[src/rtl/drs_pkg.sv]
package drs_pkg;
  typedef enum logic {
    ST_SHIFT = 1'b0,
    ST_HOLD  = 1'b1
  } drs_state_e;
endpackage

[src/rtl/drs_rst_sync.sv]
module drs_rst_sync (
  input  logic clk,
  input  logic rst_n_in,
  output logic rst_n_out
);
  logic [1:0] sync_q;

  always_ff @(posedge clk or negedge rst_n_in) begin
    if (!rst_n_in) sync_q <= 2'b00;
    else           sync_q <= {sync_q[0], 1'b1};
  end

  assign rst_n_out = sync_q[1];
endmodule

[src/rtl/drs_hold_timer.sv]
module drs_hold_timer #(
  parameter int HOLD_CYC = 36
) (
  input  logic clk,
  input  logic rst_n,
  input  logic load,
  output logic last
);
  localparam int CNT_W = $clog2(HOLD_CYC + 1);

  logic [CNT_W-1:0] cnt_q, cnt_d;

  always_comb begin
    cnt_d = cnt_q;
    if (load)                   cnt_d = CNT_W'(HOLD_CYC);
    else if (cnt_q != '0)       cnt_d = cnt_q - CNT_W'(1);
  end

  always_ff @(posedge clk or negedge rst_n) begin
    if (!rst_n) cnt_q <= '0;
    else        cnt_q <= cnt_d;
  end

  assign last = (cnt_q <= CNT_W'(1));
endmodule

[src/rtl/drs_side_reg.sv]
module drs_side_reg #(
  parameter int SIDE_W = 3
) (
  input  logic                           clk,
  input  logic                           rst_n,
  input  logic                           clr,
  input  logic                           shift,
  input  logic                           bit_in,
  output logic [SIDE_W-1:0]              bits_nxt,
  output logic [$clog2(SIDE_W+1)-1:0]    cnt_nxt
);
  localparam int SCNT_W = $clog2(SIDE_W + 1);

  logic [SIDE_W-1:0] bits_q;
  logic [SCNT_W-1:0] cnt_q;

  always_comb begin
    bits_nxt = bits_q;
    cnt_nxt  = cnt_q;
    if (shift) begin
      bits_nxt = {bits_q[SIDE_W-2:0], bit_in};
      if (cnt_q != SCNT_W'(SIDE_W)) cnt_nxt = cnt_q + SCNT_W'(1);
    end
  end

  always_ff @(posedge clk or negedge rst_n) begin
    if (!rst_n) begin
      bits_q <= '0;
      cnt_q  <= '0;
    end else if (clr) begin
      bits_q <= '0;
      cnt_q  <= '0;
    end else begin
      bits_q <= bits_nxt;
      cnt_q  <= cnt_nxt;
    end
  end
endmodule

[src/rtl/disk_read_shifter.sv]
module disk_read_shifter
  import drs_pkg::*;
#(
  parameter int DATA_W   = 8,
  parameter int CELL_CYC = 16,
  parameter int SIDE_W   = 3
) (
  input  logic              clk,
  input  logic              rst_n,
  input  logic              mode_legacy,
  input  logic              bit_stb,
  input  logic              bit_val,
  output logic [DATA_W-1:0] dout
);
  localparam int HOLD_CYC = 2 * CELL_CYC + 4;
  localparam int SCNT_W   = $clog2(SIDE_W + 1);

  logic              rst_n_i;
  drs_state_e        state_q, state_d;
  logic [DATA_W-1:0] sr_q, sr_d;
  logic              tmr_load, tmr_last;
  logic              side_shift, side_clr;
  logic [SIDE_W-1:0] side_bits_nxt;
  logic [SCNT_W-1:0] side_cnt_nxt;
  logic              release_now;
  logic              hold_q;

  drs_rst_sync u_rst_sync (
    .clk       (clk),
    .rst_n_in  (rst_n),
    .rst_n_out (rst_n_i)
  );

  drs_hold_timer #(.HOLD_CYC(HOLD_CYC)) u_timer (
    .clk   (clk),
    .rst_n (rst_n_i),
    .load  (tmr_load),
    .last  (tmr_last)
  );

  drs_side_reg #(.SIDE_W(SIDE_W)) u_side (
    .clk      (clk),
    .rst_n    (rst_n_i),
    .clr      (side_clr),
    .shift    (side_shift),
    .bit_in   (bit_val),
    .bits_nxt (side_bits_nxt),
    .cnt_nxt  (side_cnt_nxt)
  );

  assign hold_q = (state_q == ST_HOLD);

  always_comb begin
    state_d     = state_q;
    sr_d        = sr_q;
    tmr_load    = 1'b0;
    side_shift  = 1'b0;
    side_clr    = 1'b0;
    release_now = 1'b0;
    case (state_q)
      ST_SHIFT: begin
        if (bit_stb) begin
          sr_d = {sr_q[DATA_W-2:0], bit_val};
          if (sr_q[DATA_W-2]) begin
            state_d  = ST_HOLD;
            tmr_load = 1'b1;
          end
        end
      end
      ST_HOLD: begin
        side_shift  = bit_stb;
        release_now = mode_legacy ? (side_cnt_nxt >= SCNT_W'(2)) : tmr_last;
        if (release_now) begin
          sr_d     = {{(DATA_W-SIDE_W){1'b0}}, side_bits_nxt};
          state_d  = ST_SHIFT;
          side_clr = 1'b1;
        end
      end
      default: state_d = ST_SHIFT;
    endcase
  end

  always_ff @(posedge clk or negedge rst_n_i) begin
    if (!rst_n_i) begin
      state_q <= ST_SHIFT;
      sr_q    <= '0;
    end else begin
      state_q <= state_d;
      sr_q    <= sr_d;
    end
  end

  assign dout = sr_q;
endmodule

[config.mk]
export PLATFORM = sky130hd
export DESIGN_NAME = disk_read_shifter
export DESIGN_NICKNAME = d
export VERILOG_FILES = /design/src/rtl/drs_pkg.sv /design/src/rtl/drs_rst_sync.sv /design/src/rtl/drs_hold_timer.sv /design/src/rtl/drs_side_reg.sv /design/src/rtl/disk_read_shifter.sv
export SDC_FILE = /design/constraint.sdc
export NUM_CORES = 1
export LEC_CHECK = 0
export ABC_AREA = 1
export CAP_MARGIN = 20
export CORE_MARGIN = 2
export CORE_UTILIZATION = 54
export CTS_CLUSTER_SIZE = 24
export DETAILED_ROUTE_END_ITERATION = 10
export GPL_TIMING_DRIVEN = 1
export HOLD_SLACK_MARGIN = 0.05
export PLACE_DENSITY_LB_ADDON = 0.12
export SLEW_MARGIN = 5
export SYNTH_ARGS = -nofsm -noshare
export SYNTH_HDL_FRONTEND = slang
export SYNTH_SLANG_ARGS = --single-unit
[constraint.sdc]
create_clock -name clk -period 2.4 [get_ports clk]
set_clock_uncertainty 0.15 [all_clocks]
set_input_delay 0.36 -clock clk [delete_from_list [all_inputs] [get_ports clk]]
set_output_delay 0.36 -clock clk [all_outputs]
set_load 0.01 [all_outputs]
==> impl_results.md, run 1 <==
* Hold buffer count at CTS at 1
* Fmax at 0.5623 GHz
* Post-cts resize count at 0
* Int Pwr at 1.050 mW
* Seq/Total Area, Yosys at 50.06%
* Syn. warnings at 0
* Clock group share of total power at 16.2%
* Cell taking the most area after synthesis: dfrtp_1
* Layout area overhead at 19.23%
* Simple logic cell fraction of the synthesized area at 27.76%
* Status: finished clean
* Power Density at 1350 mW/mm2
* Final worst slack at 621.4 ps
* Stages on worst setup path at 1
* Initial antenna violation count at 0
* RSZ-0062 raised after global routing: false
* CTS tree: done
* Ports at 13
* Hold WC Path Type: flop to async pin
* Total Wirelength at 2206 um
* R2r worst-path depth at 9
* Logic pwr share at 44.3%
* Pre-CTS WS at 558.9 ps
* Final ANT Viol Nets at 0
* R2R setup slack at 710 ps
* Clock Sinks at 22
* Clock Path Buffers at 2
* Slew Viols, Final at 0
* Final instance area at 0.001311 mm2
* Top Family by Delay on Critical Path: buffers and inverters
* Initial DRT Pass Iterations at 4
* Drt first-iter violations at 29
* Placer Congestion at 0.8392
* Final nets at 164
* Top cells by area, synth: dfrtp_1 50%, nand2_1 13%, nand3_1 9.1%
* Type of origin of the critical path: flop
* Initial Util at 56.64%
* Synth Area in Adders at 3.413%
* Clk_lat worst skew at 320 ps
* Clk pin slew, worst setup/hold paths at 120 ps
* Switch Pwr at 720.7 uW
* Avg Inst Size Synth at 7.912 um2
* Via count at 949
* Worst-path cell chain: clkdlybuf4s50_1
* Reg2reg start: u_timer.cnt_q[0]$_DFFE_PN0P_
* Yosys reg bits at 22
* Total power at 1.770 mW
* CP peak stage delay at 560 ps
* Worst-margin pin slew at 808.5 ps
* Syn Nets at 147
* Final setup viols at 0
* Flop pwr share at 39.5%
* Post-DP HPWL at 1489 um
* Core ar. at 0.001942 mm2
* # fillers at 164
* Post-CTS Setup Bufs at 0
* Worst setup path category: flop to output port
* Final hold vios at 0
* Core Rows at 16
* Share of the synthesized area in the top cell type at 50.06%
* Clock period minus worst slack at 1779 ps
* XOR/XNOR Fraction of Synth Area at 0%
* Max-cap viol count at 0
* Required time of the worst setup path at 1890 ps
* Final Hold Slack at 192.8 ps
* Syn Inst Count at 139
* Worst path bufs/invs at 1
* ANT cells at 0
* Port buffer count at 12
* Maximum VDD drop at 0.0007468 V
* CP Max Fanout at 3
* Max_slew headroom at 46.10%
* Fin crit share at 74.11%
* Total track usage at 20.32%
* Die H at 49.13 um
* Die area at 0.002414 mm2
* CP endpoint: dout[6]
* Largest family of logic cells by synthesized area: simple AND/OR/NAND/NOR gates
* Worst setup EP type: output port
* CTS Buf Count at 3
* Vias in the first global route at 913
* Largest net degree at the start of global routing at 21
* Wire per inst at 12.12 um
* Via density at 5.214
* H-Tree Depth at 1
* First-pass GRT wire length at 3829 um
* Critical Path AT at 1270 ps
* Drt drc at 0
* Die width at 49.13 um
* Share of layout cells above drive strength 1 at 7.097%
* Crit path launch: dout[6]$_DFFE_PN0P_
* Mux contribution to synthesized area at 0%
* P_leak at 0.6693 nW
* Distinct cell type count after synthesis at 20
* CP max stage cell: clkdlybuf4s50_1
* Reg2reg end: dout[4]$_DFFE_PN0P_
* Setup TNS at 0 ps
* GR Overflow Total at 0
* Total placed instance area at 0.001249 mm2
* Sw Share at 40.71%
* Root Buffer: clkbuf_4
* Mapped cell area at 0.001100 mm2
* Synth Area in Compound Gates at 11.15%
## kinds of logic after synthesis
| family | Yosys count |
|---|---|
| other cells | 1 |
| fa+ha+maj | 3 |
| compound gates | 21 |
| simple gates | 71 |
| flops | 22 |
| buf+inv | 21 |
## through the flow
step,utilization (%),cells
after floorplan,-,139
after detailed placement,64.30,177
after global placement,64.30,177
final,67.53,182
after global routing,67.53,182
after CTS,67.53,182
## sequential cells by signal, indices dropped and copies added, names as in the netlist
signal	flops
u_side.cnt_q	2
dout	8
hold_q	1
u_side.bits_q	3
u_timer.cnt_q	6
u_rst_sync.sync_q	2
## per-layer routing
layer	share of wire, %	track usage [%]
met5	0	0
met3	4.4	3.067
met4	2.0	9.524
met2	45	32.43
met1	48	27.13
## cell type report
| class | instances | area (um2) | share of cell area [%] |
|---|---|---|---|
| multi-input cells | 96 | 469.2 | 35.78 |
| well taps | 27 | 33.78 | 2.576 |
| clock buffers | 3 | 22.52 | 1.718 |
| clock inverters | 1 | 30.03 | 2.290 |
| repair buffers | 13 | 130.1 | 9.924 |
| inverters | 20 | 75.07 | 5.725 |
| flip-flops and latches | 22 | 550.5 | 41.98 |
## worst min-delay path by stage
stage | startpoint | end | slack, ps | cells past startpoint
4_1_cts | u_rst_sync.sync_q[0]$_DFF_PN0_ | u_rst_sync.sync_q[1]$_DFF_PN0_ | 220 | 0
3_5_place_dp | u_rst_sync.sync_q[0]$_DFF_PN0_ | u_rst_sync.sync_q[1]$_DFF_PN0_ | 190 | 0
3_3_place_gp | u_rst_sync.sync_q[0]$_DFF_PN0_ | u_rst_sync.sync_q[1]$_DFF_PN0_ | 190 | 0
6_report | u_rst_sync.sync_q[1]$_DFF_PN0_ | dout[7]$_DFFE_PN0P_ | 190 | 0
2_1_floorplan | rst_n | u_rst_sync.sync_q[0]$_DFF_PN0_ | -90 | 0
5_1_grt | u_rst_sync.sync_q[0]$_DFF_PN0_ | u_rst_sync.sync_q[1]$_DFF_PN0_ | 240 | 0
## power by group through the flow
stage | combinational, mW | clock, mW | sequential [mW]
after floorplan | 0.520 | 0 | 0.687
after global placement | 0.749 | 0 | 0.699
after detailed placement | 0.766 | 0 | 0.702
after CTS | 0.785 | 0.291 | 0.696
after global routing | 0.891 | 0.304 | 0.725
final | 0.785 | 0.286 | 0.700
## synth_stat cells (all sizes together)
library cell	instances
inv	19
a21boi	1
o21ai	8
o31ai	1
ha	3
a21oi	6
conb	1
nor2	10
o211ai	3
dfrtp	22
clkinv	1
nand2	40
a211oi	2
nand3	21
buf	1
## cell usage in the layout (no fill, tap or decap), types with 2 or more instances in the layout
master	Yosys	final
nand2_1	39	39
dfrtp_1	22	22
nand3_1	20	20
inv_1	16	16
clkdlybuf4s50_1	0	12
nor2_1	8	8
a21oi_1	6	6
o21ai_0	5	5
inv_2	3	3
o21ai_1	3	3
o211ai_1	3	3
ha_1	3	3
clkbuf_4	0	3
nor2_2	2	2
a211oi_1	2	2
(Power assumes the default switching activity.)
==> inputs of run 2 (changes only) <==
--- a/config.mk
+++ b/config.mk
@@ -8,7 +8,7 @@
 export ABC_AREA = 1
 export CAP_MARGIN = 20
 export CORE_MARGIN = 2
-export CORE_UTILIZATION = 54
+export CORE_UTILIZATION = 48
 export CTS_CLUSTER_SIZE = 24
 export DETAILED_ROUTE_END_ITERATION = 10
 export GPL_TIMING_DRIVEN = 1
==> constraint.sdc (replaced) <==
create_clock -name clk -period 1.6 [get_ports clk]
set_clock_uncertainty 0.15 [all_clocks]
set_input_delay 0.24 -clock clk [delete_from_list [all_inputs] [get_ports clk]]
set_output_delay 0.24 -clock clk [all_outputs]
set_load 0.01 [all_outputs]
==> impl_results.md, run 2 (synthesis results as in run 1) <==
* ANT cells at 0
* Die H at 51.87 um
* Commonest cells after routing, fill and taps aside: 38 x nand2_1, 21 x dfrtp_1, 18 x nand3_1
* Clk_lat worst skew at 300 ps
* Clock Sinks at 22
* Initial Util at 50.20%
* Total track usage at 20.48%
* Reg2reg start: u_timer.cnt_q[1]$_DFFE_PN0P_
* Fmax at 0.6798 GHz
* Met2 Use GR at 35.86%
* Number of flip-flops in the largest register at 8
* M1 GR Usage at 24.68%
* Clock period minus worst slack at 1471 ps
* Initial DRT Pass Iterations at 4
* Post-DP HPWL at 1749 um
* Worst path bufs/invs at 2
* Initial antenna violation count at 0
* Final instance area at 0.001436 mm2
* Via count at 992
* Wire per inst at 12.12 um
* Commonest non-fill, non-tap cell in the layout: nand2_1
* Worst setup EP type: flop
* CTS tree: done
* Core ar. at 0.002191 mm2
* Final Util at 65.56%
* Via density at 5.036
* Vias in the first global route at 995
* Met3 Track Usage GR at 3.161%
* Drt drc at 0
* Status: finished clean
* Core Rows at 17
* CP peak stage delay at 410 ps
* Drt first-iter violations at 14
* Fin cells at 197
* Port buffer count at 12
* Final hold vios at 0
* Die width at 51.87 um
* Total Wirelength at 2387 um
* Critical Path AT at 1530 ps
* CTS Buf Count at 3
* Share of layout cells above drive strength 1 at 18.93%
* R2R setup slack at 130 ps
* P_leak at 0.7604 nW
* R2r worst-path depth at 9
* Die area at 0.002690 mm2
* Final Hold Slack at 63.75 ps
* Root Buffer: clkbuf_4
* Final ANT Viol Nets at 0
* Ports at 13
* Required time of the worst setup path at 1660 ps
* Hold WC Path Type: flop to async pin
* Placed cells at 185
* Largest net degree at the start of global routing at 21
* Top Usage Layer GRT: met2
* H-Tree Depth at 1
* Layout area overhead at 30.60%
* GR Overflow Total at 0
* CP Max Fanout at 8
* Placer Congestion at 0.8065
* Worst setup path category: flop to flop
* Reg2reg end: dout[4]$_DFFE_PN0P_
* Maximum VDD drop at 0.001170 V
* Total placed instance area at 0.001303 mm2
* First-pass GRT wire length at 4133 um
* Top Family by Delay on Critical Path: simple AND/OR/NAND/NOR gates
* Final setup viols at 0
* Clk pin slew, worst setup/hold paths at 130 ps
* Slew Viols, Final at 0
* Final nets at 178
* Setup TNS at 0 ps
* Max-cap viol count at 0
* Power Density at 1980 mW/mm2
* CP max stage cell: dfrtp_1
* Worst-path cell chain: inv_2, ha_2, inv_1, nand2_1, nand3_2, nand2_2, nand3_4, nand3_1, nand2_1
* Clock Path Buffers at 2
* Type of origin of the critical path: flop
* Fin crit share at 91.94%
* Most common cell on crit path: nand2_1
## run 2: changes by cell type in the layout (fill, tap and decap cells not counted), moves of 2 or more
cell             change
buf_4               +14
clkdlybuf4s50_1      -8
dlygate4sd2_1        +8
inv_1                -2
inv_2                +2
nand3_1              -2
## run 2: per-layer routing
metal,routed length (um),vias to the layer above
met3,54,2
met4,17,0
met1,1075,473
met2,1239,11
met5,0,-
li1,-,506
## run 2: power breakdown
| group | internal [mW] | total (mW) | switching (mW) |
|---|---|---|---|
| registers | 0.814 | 1.02 | 0.205 |
| clock network | 0.253 | 0.423 | 0.170 |
| logic | 0.628 | 1.40 | 0.774 |
## run 2: cell type report
class	count	area, um2
fill	203	754.5
sequential	22	551.8
multi-input combinational	96	496.7
timing repair buffer	27	225.2
inverter	20	75.07
tap	28	35.03
clock inverter	1	30.03
clock buffer	3	22.52
## run 2: worst max-delay path by stage
stage / from / end / cells past startpoint / slack, ps
floorplan: u_timer.cnt_q[0]$_DFFE_PN0P_ / dout[0]$_DFFE_PN0P_ / 9 / 160
global placement: bit_stb / dout[7]$_DFFE_PN0P_ / 6 / -10
detailed placement: bit_stb / dout[6]$_DFFE_PN0P_ / 6 / -90
CTS: u_timer.cnt_q[1]$_DFFE_PN0P_ / dout[6]$_DFFE_PN0P_ / 9 / 20
global route: u_timer.cnt_q[1]$_DFFE_PN0P_ / dout[3]$_DFFE_PN0P_ / 9 / -6
finish: u_timer.cnt_q[1]$_DFFE_PN0P_ / dout[4]$_DFFE_PN0P_ / 9 / 130
## run 2: repair_timing
item / 4_1_cts / 5_1_grt
pin swaps: 0 / 0
cloned: 0 / 0
endpoints found under the hold margin: 2 / 0
buffers inserted: 5 / 2
hold buffers: 1 / 0
endpoints found under the setup margin: 9 / 13
resized for setup: 9 / 8
## run 2: through the flow
stage / worst slack (ps) / power, mW
after global placement: -10.26 / 2.269
after floorplan: 162.6 / 1.811
final: 129.0 / 2.844
after CTS: 16.24 / 2.779
after global routing: -5.881 / 3.110
after detailed placement: -93.61 / 2.324
## run 2: worst register-to-register path, stage by stage (launching register included)
cell,delay [ps]
dfrtp_1,410
inv_2,80
ha_2,190
inv_1,60
nand2_1,70
nand3_2,60
nand2_2,90
nand3_4,110
nand3_1,100
nand2_1,60
